**src/rtl/uabt_pkg.sv**
```systemverilog
// Shared definitions for the UART baud timing generator.
// Assumes a byte-wide register port with a 3-bit address.
package uabt_pkg;

    typedef enum logic [1:0] {
        MODE_STD16 = 2'd0,
        MODE_RSVD  = 2'd1,
        MODE_QUAD  = 2'd2,
        MODE_PROG  = 2'd3
    } os_mode_e;

    localparam logic [2:0] ADR_DIV_LO = 3'd0;
    localparam logic [2:0] ADR_DIV_HI = 3'd1;
    localparam logic [2:0] ADR_LCTL   = 3'd3;
    localparam logic [2:0] ADR_MODE   = 3'd4;
    localparam logic [2:0] ADR_TCNT   = 3'd5;
    localparam logic [2:0] ADR_SPNT   = 3'd6;

    localparam int LATCH_BIT = 7;

endpackage

```
**src/rtl/uabt_regs.sv**
```systemverilog
// Register file: line control, latch-gated divisor bytes, mode, tick count
// and sample point. Produces a restart pulse for divisor and mode writes.
// Assumes a single-cycle write strobe and a combinational read.
module uabt_regs
    import uabt_pkg::*;
#(
    parameter int DIV_W = 16,
    parameter int CNT_W = 8
) (
    input  logic             clk,
    input  logic             rst_n,
    input  logic             we,
    input  logic [2:0]       addr,
    input  logic [7:0]       wdata,
    output logic [7:0]       rdata,
    output logic [DIV_W-1:0] div_q,
    output os_mode_e         mode_q,
    output logic [CNT_W-1:0] tcnt_q,
    output logic [CNT_W-1:0] spnt_q,
    output logic             restart
);
    localparam int HI_W = DIV_W - 8;

    logic [7:0] lctl_q;
    logic       latch_open;
    logic       wr_lo, wr_hi, wr_mode;

    assign latch_open = lctl_q[LATCH_BIT];
    assign wr_lo   = we && latch_open && (addr == ADR_DIV_LO);
    assign wr_hi   = we && latch_open && (addr == ADR_DIV_HI);
    assign wr_mode = we && (addr == ADR_MODE);
    assign restart = wr_lo || wr_hi || wr_mode;

    // Register storage updated by the write port.
    always_ff @(posedge clk) begin
        if (!rst_n) begin
            lctl_q <= 8'h00;
            div_q  <= DIV_W'(1);
            mode_q <= MODE_STD16;
            tcnt_q <= '0;
            spnt_q <= '1;
        end else begin
            if (wr_lo)
                div_q[7:0] <= wdata;
            if (wr_hi)
                div_q[DIV_W-1:8] <= wdata[HI_W-1:0];
            if (wr_mode)
                mode_q <= os_mode_e'(wdata[1:0]);
            if (we && addr == ADR_LCTL)
                lctl_q <= wdata;
            if (we && addr == ADR_TCNT)
                tcnt_q <= wdata[CNT_W-1:0];
            if (we && addr == ADR_SPNT)
                spnt_q <= wdata[CNT_W-1:0];
        end
    end

    // Read multiplexer; divisor visible only while the latch bit is set.
    always_comb begin
        rdata = 8'h00;
        unique case (addr)
            ADR_DIV_LO: if (latch_open) rdata = div_q[7:0];
            ADR_DIV_HI: if (latch_open) rdata = 8'(div_q[DIV_W-1:8]);
            ADR_LCTL:   rdata = lctl_q;
            ADR_MODE:   rdata = {6'd0, mode_q};
            ADR_TCNT:   rdata = 8'(tcnt_q);
            ADR_SPNT:   rdata = 8'(spnt_q);
            default:    rdata = 8'h00;
        endcase
    end

    // a locked latch keeps the divisor through writes to its addresses.
    a_r2_div_locked: assert property (@(posedge clk) disable iff (!rst_n)
        (we && !latch_open && (addr == ADR_DIV_LO || addr == ADR_DIV_HI))
        |=> $stable(div_q));

endmodule

```
**src/rtl/uabt_prescaler.sv**
```systemverilog
// Divides the system clock by the programmed divisor into oversample ticks.
// Assumes a divisor of zero is to be handled as one.
module uabt_prescaler #(
    parameter int DIV_W = 16
) (
    input  logic             clk,
    input  logic             rst_n,
    input  logic             restart,
    input  logic [DIV_W-1:0] div_in,
    output logic             tick
);
    logic [DIV_W-1:0] pre_cnt;
    logic [DIV_W-1:0] last_idx;

    assign last_idx = (div_in == '0) ? '0 : div_in - DIV_W'(1);
    assign tick     = (pre_cnt >= last_idx);

    // Clock-cycle counter within one tick period.
    always_ff @(posedge clk) begin
        if (!rst_n || restart)
            pre_cnt <= '0;
        else if (tick)
            pre_cnt <= '0;
        else
            pre_cnt <= pre_cnt + DIV_W'(1);
    end

    // divisor 0 or 1 ticks on every cycle.
    a_r3_unit_div_every_cycle: assert property (@(posedge clk) disable iff (!rst_n)
        (div_in <= DIV_W'(1)) |-> tick);

    // restart returns the phase counter to zero.
    a_r8_pre_restart: assert property (@(posedge clk) disable iff (!rst_n)
        restart |=> (pre_cnt == '0));

endmodule

```
**src/rtl/uabt_bitcnt.sv**
```systemverilog
// Counts ticks within a bit period for the selected mode and issues the
// bit-boundary and sample strobes. Assumes ticks arrive as single-cycle pulses.
module uabt_bitcnt
    import uabt_pkg::*;
#(
    parameter int CNT_W = 8
) (
    input  logic             clk,
    input  logic             rst_n,
    input  logic             restart,
    input  logic             tick,
    input  os_mode_e         mode,
    input  logic [CNT_W-1:0] tcnt,
    input  logic [CNT_W-1:0] spnt,
    output logic             bit_strobe,
    output logic             sample_strobe
);
    localparam logic [CNT_W-1:0] STD_LAST = CNT_W'(15);
    localparam logic [CNT_W-1:0] STD_MID  = CNT_W'(7);
    localparam logic [CNT_W-1:0] QUAD_LAST = CNT_W'(3);
    localparam logic [CNT_W-1:0] QUAD_MID  = CNT_W'(1);

    logic [CNT_W-1:0] bit_cnt;
    logic [CNT_W-1:0] last_idx;
    logic [CNT_W-1:0] samp_idx;

    // Per-mode period end and sampling index.
    always_comb begin
        unique case (mode)
            MODE_QUAD: begin
                last_idx = QUAD_LAST;
                samp_idx = QUAD_MID;
            end
            MODE_PROG: begin
                last_idx = tcnt;
                samp_idx = spnt;
            end
            default: begin
                last_idx = STD_LAST;
                samp_idx = STD_MID;
            end
        endcase
    end

    assign bit_strobe    = tick && (bit_cnt == last_idx);
    assign sample_strobe = tick && (bit_cnt == samp_idx);

    // Tick index within the current bit period.
    always_ff @(posedge clk) begin
        if (!rst_n || restart)
            bit_cnt <= '0;
        else if (tick)
            bit_cnt <= (bit_cnt >= last_idx) ? '0 : bit_cnt + CNT_W'(1);
    end

    // strobes only accompany a tick.
    a_r9_bit_on_tick: assert property (@(posedge clk) disable iff (!rst_n)
        bit_strobe |-> tick);
    a_r9_sample_on_tick: assert property (@(posedge clk) disable iff (!rst_n)
        sample_strobe |-> tick);

    // fixed modes keep the index inside 16 ticks.
    a_r4_fixed_range: assert property (@(posedge clk) disable iff (!rst_n)
        (mode != MODE_PROG) |-> (bit_cnt < CNT_W'(16)));

    // restart returns the bit index to zero.
    a_r8_bit_restart: assert property (@(posedge clk) disable iff (!rst_n)
        restart |=> (bit_cnt == '0));

endmodule

```
**src/rtl/uart_baud_timer.sv**
```systemverilog
// Top of the UART baud timing generator: register file, clock prescaler
// and per-bit counter. Assumes one synchronous clock domain.
module uart_baud_timer
    import uabt_pkg::*;
#(
    parameter int DIV_W = 16,
    parameter int CNT_W = 8
) (
    input  logic       clk,
    input  logic       rst_n,
    input  logic       reg_we,
    input  logic [2:0] reg_addr,
    input  logic [7:0] reg_wdata,
    output logic [7:0] reg_rdata,
    output logic       os_tick,
    output logic       bit_strobe,
    output logic       sample_strobe
);
    logic [DIV_W-1:0] div_q;
    os_mode_e         mode_q;
    logic [CNT_W-1:0] tcnt_q;
    logic [CNT_W-1:0] spnt_q;
    logic             restart;

    uabt_regs #(.DIV_W(DIV_W), .CNT_W(CNT_W)) regs_i (
        .clk(clk), .rst_n(rst_n), .we(reg_we), .addr(reg_addr),
        .wdata(reg_wdata), .rdata(reg_rdata), .div_q(div_q),
        .mode_q(mode_q), .tcnt_q(tcnt_q), .spnt_q(spnt_q), .restart(restart)
    );

    uabt_prescaler #(.DIV_W(DIV_W)) pre_i (
        .clk(clk), .rst_n(rst_n), .restart(restart), .div_in(div_q),
        .tick(os_tick)
    );

    uabt_bitcnt #(.CNT_W(CNT_W)) bit_i (
        .clk(clk), .rst_n(rst_n), .restart(restart), .tick(os_tick),
        .mode(mode_q), .tcnt(tcnt_q), .spnt(spnt_q),
        .bit_strobe(bit_strobe), .sample_strobe(sample_strobe)
    );

endmodule

```
**config.mk**
```make
export PLATFORM = sky130hd
export DESIGN_NAME = uart_baud_timer
export DESIGN_NICKNAME = d
export VERILOG_FILES = /design/src/rtl/uabt_pkg.sv /design/src/rtl/uabt_regs.sv /design/src/rtl/uabt_prescaler.sv /design/src/rtl/uabt_bitcnt.sv /design/src/rtl/uart_baud_timer.sv
export SDC_FILE = /design/constraint.sdc
export NUM_CORES = 1
export LEC_CHECK = 0
export BUFFER_PORTS_ARGS = -buffer_cell sky130_fd_sc_hd__buf_2
export CORE_ASPECT_RATIO = 1.4
export CORE_MARGIN = 2
export CORE_UTILIZATION = 60
export DETAILED_ROUTE_END_ITERATION = 6
export PLACE_DENSITY = 0.76
export SYNTH_ARGS = -nofsm -noshare
export SYNTH_HDL_FRONTEND = slang
export SYNTH_SLANG_ARGS = --single-unit
export TNS_END_PERCENT = 100
```
**constraint.sdc**
```tcl
create_clock -name clk -period 5.9 [get_ports clk]
set_clock_uncertainty 0.15 [all_clocks]
set_input_delay 0.59 -clock clk [delete_from_list [all_inputs] [get_ports clk]]
set_output_delay 0.59 -clock clk [all_outputs]
set_load 0.01 [all_outputs]
```
---- After elaboration in Yosys (flattened, before gate mapping) ----
Cells that the tools add are included.
storage, ports and cells
  word-level logic and storage cells ...... 45
  register bits ........................... 66
  input port bits ......................... 14
operators by class
  reduce and logical (&&, ||, !) cells .... 16
  order comparisons ....................... 2
  mux-type cells .......................... 7
  equality and inequality tests ........... 9
  add/subtract/negate cells ............... 3
operators by type and width
  kind                   count
  $pmux 8 s6             1
  $pmux 8 s2             2
  $mux 8                 3
  $add 16x1->16 const B  1
  $eq 8x8->1             2
  $ge 16x16->1           1
  $logic_not 16->1       1
  $mux 16                1
  $sub 16x1->16 const B  1
  $eq 3x3->1 const B     3
  $logic_and 1x1->1      9
  $add 8x1->8 const B    1
  $ge 8x8->1             1
  $eq 2x2->1 const B     2
  $eq 3x1->1 const B     1
  $eq 3x2->1 const B     1
  $logic_not 3->1        1
  $logic_or 1x1->1       3
  $reduce_or 2->1        1
  $logic_not 1->1        1

---- Depth between registers and ports, before layout ----
Gate-level depths: netlist of the first run.
  depth after elaboration ................. 6
  gate-level depth with buffers ........... 15

---- By module ----
A second synthesis of the first run with hierarchy kept.
second synthesis, totals
  cells, all modules ...................... 543
  area total of the unflattened synthesis .. 4419.2 um^2
modules (own cells, without submodules)
  module          sequential area each (um^2)  cells each  instances  area an instance (um^2)
  uabt_regs       840.8                        264         1          2174.6
  uabt_prescaler  320.3                        169         1          1361.3
  uabt_bitcnt     160.2                        110         1          883.3

---- Worst setup path before layout of the first run ----
Ideal clock, no wire load.
  path type ............................... register to output
  from .................................... register regs_i.div_q[6]
  to ...................................... output bit_strobe
  buffers on the path ..................... 2
  stages on the path, launching flop included .. 15
  data arrival time ....................... 3.721 ns
  required time ........................... 5.160 ns
  path slack .............................. 1.439 ns
  cell sequence ........................... dfxtp_1 -> clkbuf_1 -> or4_1 -> or2_2 -> nor3_1 -> nand2_1 -> xnor2_1 -> nand2_1 -> ha_1 -> nand4_1 -> or3_1 -> or4_1 -> and4_4 -> buf_6 -> nor3_1
between the ends
  word-level cells in the longest chain between the ends .. 4
ends and longest elaborated chain
  item                                               RTL line               RTL
  start, declared                                    uabt_regs.sv:16        output logic [DIV_W-1:0] div_q,
  start signal, assigned                             uabt_regs.sv:44        div_q[7:0] <= wdata;
  start signal, assigned by index                    uabt_regs.sv:46        div_q[DIV_W-1:8] <= wdata[HI_W-1:0];
  $sub 16x1->16 or $logic_not 16->1 (tied branches)  uabt_prescaler.sv:15   assign last_idx = (div_in == '0) ? '0 : div_in - DIV_W'(1);
  $mux 16 (*)                                        uabt_prescaler.sv:15
  $ge 16x16->1 (*)                                   uabt_prescaler.sv:16   assign tick = (pre_cnt >= last_idx);
  $logic_and 1x1->1 (*)                              uabt_bitcnt.sv:45      assign bit_strobe = tick && (bit_cnt == last_idx);
  end, declared                                      uart_baud_timer.sv:16  output logic bit_strobe,
Every way passes the cells marked *; elsewhere a longest branch is shown, timed or not.

---- Final worst setup path of the first run ----
  from .................................... register regs_i.div_q[6]
  to ...................................... output sample_strobe
between the ends
  word-level cells in the longest chain between the ends .. 4
ends and longest elaborated chain
  item                                               RTL line               RTL
  $sub 16x1->16 or $logic_not 16->1 (tied branches)  uabt_prescaler.sv:15
  $mux 16 (*)                                        uabt_prescaler.sv:15
  $ge 16x16->1 (*)                                   uabt_prescaler.sv:16
  $logic_and 1x1->1 (*)                              uabt_bitcnt.sv:46      assign sample_strobe = tick && (bit_cnt == samp_idx);
  end, declared                                      uart_baud_timer.sv:17  output logic sample_strobe
Marked as above.

==> results of run 1 <==
==> cell type report <==
| cell class | count | area [um^2] |
|---|---|---|
| clock buffers | 9 | 123.9 |
| clock inverters | 6 | 92.59 |
| fillers | 584 | 2166 |
| inverters | 16 | 61.31 |
| multi-input cells | 418 | 2613 |
| flip-flops and latches | 66 | 1321 |
| well taps | 92 | 115.1 |
| repair buffers | 24 | 120.1 |
==> synth_stat cells (4+ instances only) <==
cell,instances
o22ai_1,6
a22o_1,15
nor2_1,36
o21ai_0,7
clkbuf_1,17
or2_2,5
xor2_1,18
inv_1,15
a222oi_1,7
nand4_1,5
nor3_1,10
nand2_1,112
a21boi_0,23
nor2b_1,18
dfxtp_1,66
and3_1,7
nor4_1,4
nand3_1,33
or3_1,7
ha_1,28
a21oi_1,18
nand2b_1,6
xnor2_1,13
mux2i_1,10
==> per-layer routing <==
layer | share of wire (%) | wire (um) | vias to the layer above | global-route usage, %
met5 | 0 | 0 | - | 0
met4 | 3.9 | 374 | 0 | 15.52
met3 | 5.1 | 499 | 31 | 4.378
met2 | 48 | 4699 | 118 | 47.32
met1 | 43 | 4140 | 1700 | 32.84
li1 | - | - | 1862 | -
==> sequential cells by signal (all words and copies together), names as in the netlist <==
name and cells:
regs_i.mode_q 2, regs_i.spnt_q 8, regs_i.lctl_q 8, pre_i.pre_cnt 16
regs_i.tcnt_q 8, regs_i.div_q 16, bit_i.bit_cnt 8
==> critical path, delay by kind of cell (launching register included) <==
family,cells,cell delay (ns)
buffers and inverters,1,0.16
adder cells (fa/ha/maj),1,0.34
XOR/XNOR,1,0.14
AND/OR/NAND/NOR,10,2.87
flip-flops,1,0.37
==> layout by cell type, fill, tap and decap left out, types with 2 or more instances in the layout <==
cell type / synthesis / final
xnor2_1: 13 / 13
and2_1: 2 / 2
o22ai_1: 6 / 6
mux2i_1: 10 / 10
a22o_1: 15 / 15
o211ai_1: 2 / 2
a222oi_1: 7 / 7
clkbuf_8: 0 / 9
inv_1: 15 / 15
nor4_1: 4 / 4
clkinv_4: 0 / 2
clkinvlp_4: 0 / 2
dfxtp_1: 66 / 66
buf_2: 3 / 24
o21ai_0: 7 / 7
nor2b_1: 18 / 18
bufinv_16: 0 / 2
a21boi_0: 23 / 23
nand3b_1: 2 / 2
or2_2: 5 / 5
o32ai_1: 2 / 2
and3_1: 7 / 7
nor2_1: 36 / 36
a31oi_1: 3 / 3
nand4_1: 5 / 5
xor2_1: 18 / 18
or3_1: 7 / 7
nand3_1: 33 / 33
ha_1: 28 / 28
nor3_1: 10 / 10
o31ai_1: 3 / 3
or4_1: 2 / 2
nand2_1: 112 / 112
nand2b_1: 6 / 6
a21oi_1: 18 / 18
==> power by group through the flow <==
stage                     clock network [uW]  registers, uW  logic, uW
after floorplan                            0            469       52.8
after global placement                     0            473       71.5
after detailed placement                   0            474       72.4
after CTS                                425            463       72.9
after global routing                     441            465       81.2
final                                    421            464       73.4
==> path summary, 6_finish.rpt <==
| kind | from | end | depth (start not counted) | slack, ns |
|---|---|---|---|---|
| max | regs_i.div_q[6]$_SDFFE_PN0P_ | sample_strobe | 13 | 0.92 |
| min reg2reg | regs_i.lctl_q[5]$_SDFFE_PN0P_ | regs_i.lctl_q[5]$_SDFFE_PN0P_ | 2 | 0.32 |
| max reg2reg | regs_i.div_q[6]$_SDFFE_PN0P_ | pre_i.pre_cnt[10]$_SDFF_PP0_ | 13 | 1.69 |
| min | regs_i.lctl_q[5]$_SDFFE_PN0P_ | regs_i.lctl_q[5]$_SDFFE_PN0P_ | 2 | 0.32 |
==> per-stage QoR <==
| step | utilization [%] | cell area [um^2] |
|---|---|---|
| detailed placement | 63.97 | 4230 |
| CTS | 67.25 | 4447 |
| floorplan | - | 4096 |
| global route | 67.25 | 4447 |
| global placement | 63.97 | 4230 |
| finish | 67.25 | 4447 |
==> cells by family after synthesis <==
group | count (synthesis)
muxes | 11
and+or+nand+nor | 255
buffers and inverters | 39
xor gates and xnor gates | 31
adders and majority gates | 28
DFF | 66
AOI/OAI and AO/OA | 93
==> flow_metrics.tcl, run 1 <==
set metrics [dict create \
    cp-start-kind "flip-flop" \
    path_class "reg2out" \
    ant_nets 0 \
    fin_hold_ws_ns 0.3166 \
    synth_top_area_share_pct 32.25 \
    hold_violations 0 \
    area_growth_pct 8.552 \
    clock_latency_ns 0.35 \
    yosysUniqueCellTypes 50 \
    async_flop_share_pct 0 \
    switchingPower_uw 240.7 \
    p_comb_share_pct 7.7 \
    synth_area_leaders "dfxtp_1, nand2_1, ha_1" \
    hpwl_um 7277 \
    ys_seq_area_share_pct 32.25 \
    grt.total_usage_pct 27.86 \
    dr.pass1.iters 5 \
    ir_drop_mv 0.1804 \
    cts_buffers 9 \
    setup_slack_ns 0.9232 \
    postCtsSetupBuffers 0 \
    finalSetupViolCount 0 \
    hold_path.class "reg2reg" \
    cts.path.max_buffers 2 \
    netlist_instances 523 \
    fin_cells 631 \
    wl_per_cell_um 15.39 \
    crit_required_ns 5.16 \
    vias_per_cell 5.881 \
    cts_tree "yes" \
    antenna_cells 0 \
    holdBufCountCts 0 \
    status "finished, final reports clean" \
    synth_top_family_by_area "simple AND/OR/NAND/NOR gates" \
    drtIter0Drc 209 \
    maxCapViolCount 0 \
    period_needed_ns 4.977 \
    path_cells "or4_1 > or2_2 > nor3_1 > nand2_1 > xnor2_1 > nand2_1 > ha_1 > nand4_1 > or3_1 > or4_1 > and4_4 > nor4_4 > buf_2" \
    seqPwrFrac_pct 48.4 \
    maxSlewViolCount 0 \
    synth_xor_area_share_pct 6.628 \
    fin_nets 577 \
    switching_share_pct 25.13 \
    worst_path_largest_cell_delay_ns 0.56 \
    yosys.area.top_type "dfxtp_1" \
    drive_above_1_share_pct 9.276 \
    synth_compound_area_share_pct 16.52 \
    antenna_found_initial 0 \
    drt-total-wl_um 9714 \
    vias 3711 \
    synthMuxAreaShare_pct 2.718 \
    htreeDepth 3 \
    p_leak_uw 0.001779 \
    core_mm2 0.006613 \
    cp.arrival_ns 4.24 \
    drc_errors 0 \
    pre_cts_ws_ns 1.298 \
    grt_pass1_vias 3465 \
    synth-seq-cells 66 \
    fin_setup_tns_ns 0 \
    tightest_slew_ns 0.9939 \
    synthSimpleGateAreaFrac_pct 29.35 \
    rsz0062_at_grt "no" \
    finalPower_uw 957.9 \
    synth_ff_type "dfxtp_1" \
    dieHeight_um 101.8 \
    synth_nets 565 \
    clock_sinks 66 \
    ys.warnings.count 0 \
    crit_fanout 13 \
    grt_pass1_wl_um 16010 \
    syn_avg_cell_area_um2 7.833 \
    clkPwrFrac_pct 43.9 \
    cts_resized 0 \
    die_w_um 73.84 \
    start_util_pct 61.95 \
    dpl.cell_count 616 \
    fin_crit_sh_pct 84.35 \
    num_rows 35 \
    globalplace.congestion 0.9718 \
    clk_root_buffer_cell "clkbuf_8" \
    critical_path.slowest_cell "or4_1" \
    max_freq_mhz 200.9 \
    slew_headroom_pct 33.17 \
    grt_overflow 0 \
    worstSetupEndpointType "output pin" \
    floorplan.die_area_mm2 0.007514 \
    synthAdderAreaFrac_pct 8.552 \
    intPower_uw 717.2 \
    synth_edf_count 0 \
    clk_pin_slew_ns 0.08 \
    grt_start_max_net_pins 45 \
    port-buffer-count 24 \
    power_density_mw_per_mm2 215.4 \
    syn_area_mm2 0.004096 \
    pin_count 25 \
]
Note: power is estimated with default switching activity, not from simulation.
==> run 2, diff against run 1 <==
--- a/config.mk
+++ b/config.mk
@@ -5,6 +5,7 @@
 export SDC_FILE = /design/constraint.sdc
 export NUM_CORES = 1
 export LEC_CHECK = 0
+export ABC_AREA = 1
 export BUFFER_PORTS_ARGS = -buffer_cell sky130_fd_sc_hd__buf_2
 export CORE_ASPECT_RATIO = 1.4
 export CORE_MARGIN = 2
==> constraint.sdc (replaced) <==
create_clock -name clk -period 4.9 [get_ports clk]
set_clock_uncertainty 0.15 [all_clocks]
set_input_delay 0.49 -clock clk [delete_from_list [all_inputs] [get_ports clk]]
set_output_delay 0.49 -clock clk [all_outputs]
set_load 0.01 [all_outputs]
==> run 2 against run 1 <==
Effect of this change:
- wire length increased by 7.7%
- via count increased by 6.2%
- hold slack worse by 0.013 ns
- largest cell class unchanged
- flip-flop and latch count did not move
- critical path depth grew 5
- critical endpoint unchanged
- combinational power increased by 36%
- global-route usage increased by 2.4 points
- critical path type unchanged
==> flow_metrics.tcl, run 2 <==
set metrics [dict create \
    grt_pass1_vias 3740 \
    ant_nets 0 \
    synth_ff_type "dfxtp_1" \
    hold_violations 0 \
    postCtsSetupBuffers 0 \
    floorplan.die_area_mm2 0.007584 \
    crit_required_ns 4.26 \
    synth_edf_count 0 \
    grt_pass1_wl_um 17450 \
    ys_seq_area_share_pct 31.94 \
    period_needed_ns 3.886 \
    vias 3940 \
    num_rows 35 \
    netlist_instances 598 \
    worstSetupEndpointType "output pin" \
    cts_buffers 9 \
    ys.warnings.count 0 \
    yosys.area.top_type "dfxtp_1" \
    hold_depth 3 \
    max_freq_mhz 257.3 \
    htreeDepth 3 \
    fin_crit_sh_pct 79.31 \
    status "finished, final reports clean" \
    path_class "reg2out" \
    critPathMostFrequentCell "nand2_1" \
    antenna_found_initial 0 \
    grt_start_max_net_pins 34 \
    die_w_um 74.18 \
    hpwl_um 8009 \
    critical_path.slowest_cell "nand3_1" \
    rsz0062_at_grt "no" \
    dr.pass1.iters 5 \
    reg2reg_depth 19 \
    core_mm2 0.006613 \
    pin_count 25 \
    wl_met1_um 4118 \
    slew_headroom_pct 54.29 \
    synth-seq-cells 66 \
    maxCapViolCount 0 \
    hold_path.class "in2reg" \
    maxSlewViolCount 0 \
    synth_nets 640 \
    fin_hold_ws_ns 0.3039 \
    grt_overflow 0 \
    cp.arrival_ns 3.25 \
    cts_tree "yes" \
    finalSetupViolCount 0 \
    worst_path_largest_cell_delay_ns 0.44 \
    cts_resized 0 \
    path_cells "inv_1 > ha_1 > inv_1 > nor4_1 > nand3_1 > o21ai_0 > ha_1 > nand2_1 > nor2_1 > nor2_1 > nand2_1 > nand2_1 > nand2_1 > nand2_1 > nand2_4 > inv_1 > nor2_1 > buf_2" \
    yosysMostFrequentCell "nand2_1" \
    largest_registers "pre_i.pre_cnt x16, regs_i.div_q x16" \
    synth.top_cells.by_count "nand2_1, dfxtp_1, inv_1" \
    cp-start-kind "flip-flop" \
    yosysUniqueCellTypes 35 \
    cts.path.max_buffers 2 \
    async_flop_share_pct 0 \
    syn_avg_cell_area_um2 6.917 \
    crit_fanout 14 \
    layout_common_cells "nand2_1, inv_1, dfxtp_1, nor2_1" \
    power_density_mw_per_mm2 254.6 \
    clock_latency_ns 0.35 \
    port-buffer-count 24 \
    holdBufCountCts 0 \
    p_leak_uw 0.001909 \
    antenna_cells 0 \
    highest_layer "met4" \
    area_growth_pct 8.953 \
    tightest_slew_ns 0.6819 \
    synth_top_area_share_pct 31.94 \
    clk_pin_slew_ns 0.07 \
    fill_cells 608 \
    grt.total_usage_pct 30.31 \
    wl_met2_um 5452 \
    fin_setup_tns_ns 0 \
    drtIter0Drc 286 \
    fin_nets 661 \
    clk_root_buffer_cell "clkbuf_8" \
    start_util_pct 62.55 \
    final_area_mm2 0.004507 \
    wl_per_cell_um 14.63 \
    met3_wirelength_um 458 \
    drc_errors 0 \
    clock_sinks 66 \
    drt-total-wl_um 10460 \
    ir_drop_mv 0.1662 \
    syn_area_mm2 0.004136 \
    vias_per_cell 5.510 \
    dieHeight_um 102.2 \
    drive_above_1_share_pct 10.59 \
    synth_area_leaders "dfxtp_1, nand2_1, ha_1" \
    globalplace.congestion 0.9464 \
    final_common_cell "nand2_1" \
    placed_area_mm2 0.004303 \
]
## run 2: cell count changes in the layout (fill, tap and decap cells not counted), sizes merged, moves of 10 or more
| cell | previous run | this run |
|---|---|---|
| a22o | 15 | 0 |
| inv | 15 | 73 |
| o21ai | 7 | 39 |
| nor2 | 36 | 75 |
| a21boi | 23 | 0 |
| nand3 | 33 | 55 |
| mux2i | 10 | 0 |
| nand2 | 113 | 128 |
| a21oi | 18 | 55 |
| nor2b | 18 | 0 |
## run 2: metal layers
layer  vias up  global-route usage, %
met5         -                      0
met3        32                  4.536
met2       111                  53.37
met1      1786                  34.21
met4         0                  17.06
li1       2011                      -
## run 2: final timing paths
path | slack (ns) | from | to
min | 0.30 | reg_wdata[0] | regs_i.spnt_q[0]$_SDFFE_PN1P_
min reg2reg | 0.31 | regs_i.lctl_q[4]$_SDFFE_PN0P_ | regs_i.lctl_q[4]$_SDFFE_PN0P_
max reg2reg | 1.46 | regs_i.div_q[0]$_SDFFE_PN1P_ | pre_i.pre_cnt[11]$_SDFF_PP0_
max | 1.01 | regs_i.div_q[0]$_SDFFE_PN1P_ | sample_strobe
## run 2: metrics by stage
step / setup slack, ns / instances / power (uW) / utilization (%)
after floorplan: 1.956 / 598 / 637.0 / -
after global placement: 1.569 / 700 / 668.1 / 65.07
after detailed placement: 1.452 / 700 / 671.6 / 65.07
after CTS: 1.026 / 715 / 1147 / 68.16
after global routing: 0.5548 / 715 / 1188 / 68.16
final: 1.014 / 715 / 1148 / 68.16
## run 2: final cells by class
class,instances,area (um^2),share of cell area [%]
clock buffer,13,168.9,3.748
inverter,73,274.0,6.080
multi-input combinational,445,2472,54.86
clock inverter,2,35.03,0.7773
tap,92,115.1,2.554
timing repair buffer,24,120.1,2.665
sequential,66,1321,29.32
## run 2: cell families (layout without fill, tap and decap cells)
group | after synthesis | count (layout) | synth area share [%]
AND/OR/NAND/NOR | 275 | 275 | 30.34
XOR/XNOR | 28 | 28 | 5.929
flip-flops | 66 | 66 | 31.94
buffers and inverters | 87 | 112 | 8.288
adder cells (fa/ha/maj) | 28 | 28 | 8.470
AO/OA/AOI/OAI | 114 | 114 | 15.03
## run 2: worst max-delay path, delay by kind of cell, from the launching register on
family                   cells  cell delay (ns)
buffers and inverters        4             0.42
AO/OA/AOI/OAI                1             0.23
flip-flops                   1             0.31
adder cells (fa/ha/maj)      2             0.43
AND/OR/NAND/NOR             11             1.49
## run 2: power by group
part | total [uW] | internal [uW] | leakage (uW) | switching, uW
Clock | 486 | 274 | 0.000106 | 213
Sequential | 561 | 548 | 0.000534 | 13.1
Combinational | 100 | 33.4 | 0.00127 | 66.9
Total | 1150 | 855 | 0.00191 | 293
==> run 3, diff against run 2 <==
--- a/config.mk
+++ b/config.mk
@@ -9,9 +9,9 @@
 export BUFFER_PORTS_ARGS = -buffer_cell sky130_fd_sc_hd__buf_2
 export CORE_ASPECT_RATIO = 1.4
 export CORE_MARGIN = 2
-export CORE_UTILIZATION = 60
+export CORE_UTILIZATION = 55
 export DETAILED_ROUTE_END_ITERATION = 6
-export PLACE_DENSITY = 0.76
+export PLACE_DENSITY = 0.73
 export SYNTH_ARGS = -nofsm -noshare
 export SYNTH_HDL_FRONTEND = slang
 export SYNTH_SLANG_ARGS = --single-unit
==> constraint.sdc (replaced) <==
create_clock -name clk -period 3.5 [get_ports clk]
set_clock_uncertainty 0.15 [all_clocks]
set_input_delay 0.35 -clock clk [delete_from_list [all_inputs] [get_ports clk]]
set_output_delay 0.35 -clock clk [all_outputs]
set_load 0.01 [all_outputs]
==> run 3 against run 2 <==
Effect of this change:
- combinational power is 44% higher
- critical endpoint unchanged
- hold slack worse by 0.15 ns
- largest cell class unchanged
- highest routed layer unchanged
- utilization is 4.8 points lower
- via count is 0.86% higher
- clock-buffer cell count stayed put
- flip-flop and latch count stayed put
- sequential power is 40% higher
==> flow_metrics.tcl, run 3 (synthesis gave the netlist of run 2 again) <==
set metrics [dict create \
    die_w_um 77.30 \
    final_area_mm2 0.004634 \
    area_growth_pct 12.04 \
    num_rows 37 \
    antenna_found_initial 0 \
    grt_overflow 0 \
    vias_per_cell 5.466 \
    final_common_cell "nand2_1" \
    drtIter0Drc 255 \
    finalPower_uw 1602 \
    floorplan.die_area_mm2 0.008240 \
    path_class "reg2out" \
    intPower_uw 1200 \
    cts_tree "yes" \
    r2r_slack_ns 0.29 \
    period_needed_ns 3.314 \
    start_util_pct 56.55 \
    grt_pass1_wl_um 17660 \
    cts_buffers 9 \
    clock_sinks 66 \
    wl_per_cell_um 14.40 \
    maxCapViolCount 0 \
    power_density_mw_per_mm2 345.8 \
    largest_registers "pre_i.pre_cnt x16, regs_i.div_q x16" \
    layout_common_cells "nand2_1, dfxtp_1, inv_1, nor2_1, a21oi_1" \
    ir_drop_mv 0.2468 \
    status "finished, final reports clean" \
    grt_pass1_vias 3921 \
    pin_count 25 \
    dr.pass1.iters 5 \
    p_leak_uw 0.001953 \
    drc_errors 0 \
    clk_pin_slew_ns 0.07 \
    clk_root_buffer_cell "clkbuf_8" \
    crit_required_ns 3.00 \
    setup_slack_ns 0.1856 \
    finalSetupViolCount 0 \
    hold_violations 0 \
    slew_headroom_pct 61.72 \
    pre_cts_ws_ns 0.2499 \
    placed_area_mm2 0.004324 \
    clkPwrFrac_pct 41.9 \
    crit_fanout 10 \
    fin_hold_ws_ns 0.1583 \
    hold_path.class "in2reg" \
    clock_latency_ns 0.36 \
    hpwl_um 7961 \
    worstSetupEndpointType "output pin" \
    port-buffer-count 24 \
    worstReg2RegStart "regs_i.div_q[0]$_SDFFE_PN1P_" \
    fin_crit_sh_pct 94.70 \
    seqPwrFrac_pct 49.1 \
    cp.arrival_ns 2.81 \
    core_mm2 0.007315 \
    cp-start-kind "flip-flop" \
    fin_nets 668 \
    grt_start_max_net_pins 34 \
    ant_nets 0 \
    cts.path.max_buffers 2 \
    drive_above_1_share_pct 14.44 \
    tightest_slew_ns 0.5734 \
    max_freq_mhz 301.7 \
    dieHeight_um 106.6 \
    switchingPower_uw 402.7 \
    htreeDepth 3 \
    vias 3974 \
    maxSlewViolCount 0 \
    cp-startpoint "regs_i.div_q[0]$_SDFFE_PN1P_" \
    globalplace.congestion 0.9321 \
    hold_start "reg_wdata[3]" \
    grt.total_usage_pct 27.45 \
    p_comb_share_pct 9.0 \
    switching_share_pct 25.13 \
    holdBufCountCts 0 \
    fill_cells 737 \
    antenna_cells 0 \
    drt-total-wl_um 10470 \
]
run 3: final cells by class:
type                    instances  area [um^2]  share of cell area (%)
multi-input cells             445         2536                   54.72
clock buffers                  13        168.9                   3.645
clock inverters                 2        35.03                  0.7559
inverters                      73        274.0                   5.913
flip-flops and latches         66         1323                   28.54
repair buffers                 31        176.4                   3.807
well taps                      97        121.4                   2.619
run 3: timing repair:
action / CTS / global route
resized for setup: 1 / 23
buffers inserted: 4 / 1
pin swaps: 3 / 3
endpoints found under the setup margin: 3 / 19
run 3: worst paths after layout:
path,endpoint,depth (start not counted)
worst max-delay path,sample_strobe,15
worst min-delay path,regs_i.spnt_q[3]$_SDFFE_PN1P_,3
worst max register to register,pre_i.pre_cnt[9]$_SDFF_PP0_,17
worst min register to register,regs_i.lctl_q[0]$_SDFFE_PN0P_,2
run 3: power by group through the flow:
stage	clock [uW]	combinational [uW]	sequential (uW)
after floorplan	0	96.9	795
after global placement	0	136	803
after detailed placement	0	139	803
after CTS	683	142	786
after global routing	710	165	789
final	672	144	787
run 3: metrics by stage:
stage | utilization (%) | TNS, ns | instances
final | 63.36 | 0 | 727
after global routing | 63.36 | -0.04962 | 727
after CTS | 62.35 | 0 | 726
after detailed placement | 59.12 | 0 | 707
after global placement | 59.12 | 0 | 707
after floorplan | - | 0 | 598
run 3: layer usage:
layer / vias to the layer above / GRT usage [%] / part of all wire (%)
li1: 2024 / - / -
met1: 1805 / 28.53 / 39
met2: 103 / 49.19 / 51
met3: 42 / 4.545 / 4.1
met4: 0 / 20.15 / 5.5
met5: - / 0 / 0
run 3: worst max-delay path, cell delays in order (launching register included):
cell     delay [ns]
dfxtp_2        0.33
inv_2          0.09
ha_1           0.17
inv_2          0.05
nor4_2         0.24
nand3_2        0.20
buf_6          0.20
nand3_1        0.09
ha_1           0.25
a21oi_1        0.15
o21ai_1        0.12
a21oi_2        0.21
nand2_4        0.08
inv_1          0.10
nor2_1         0.05
buf_2          0.13
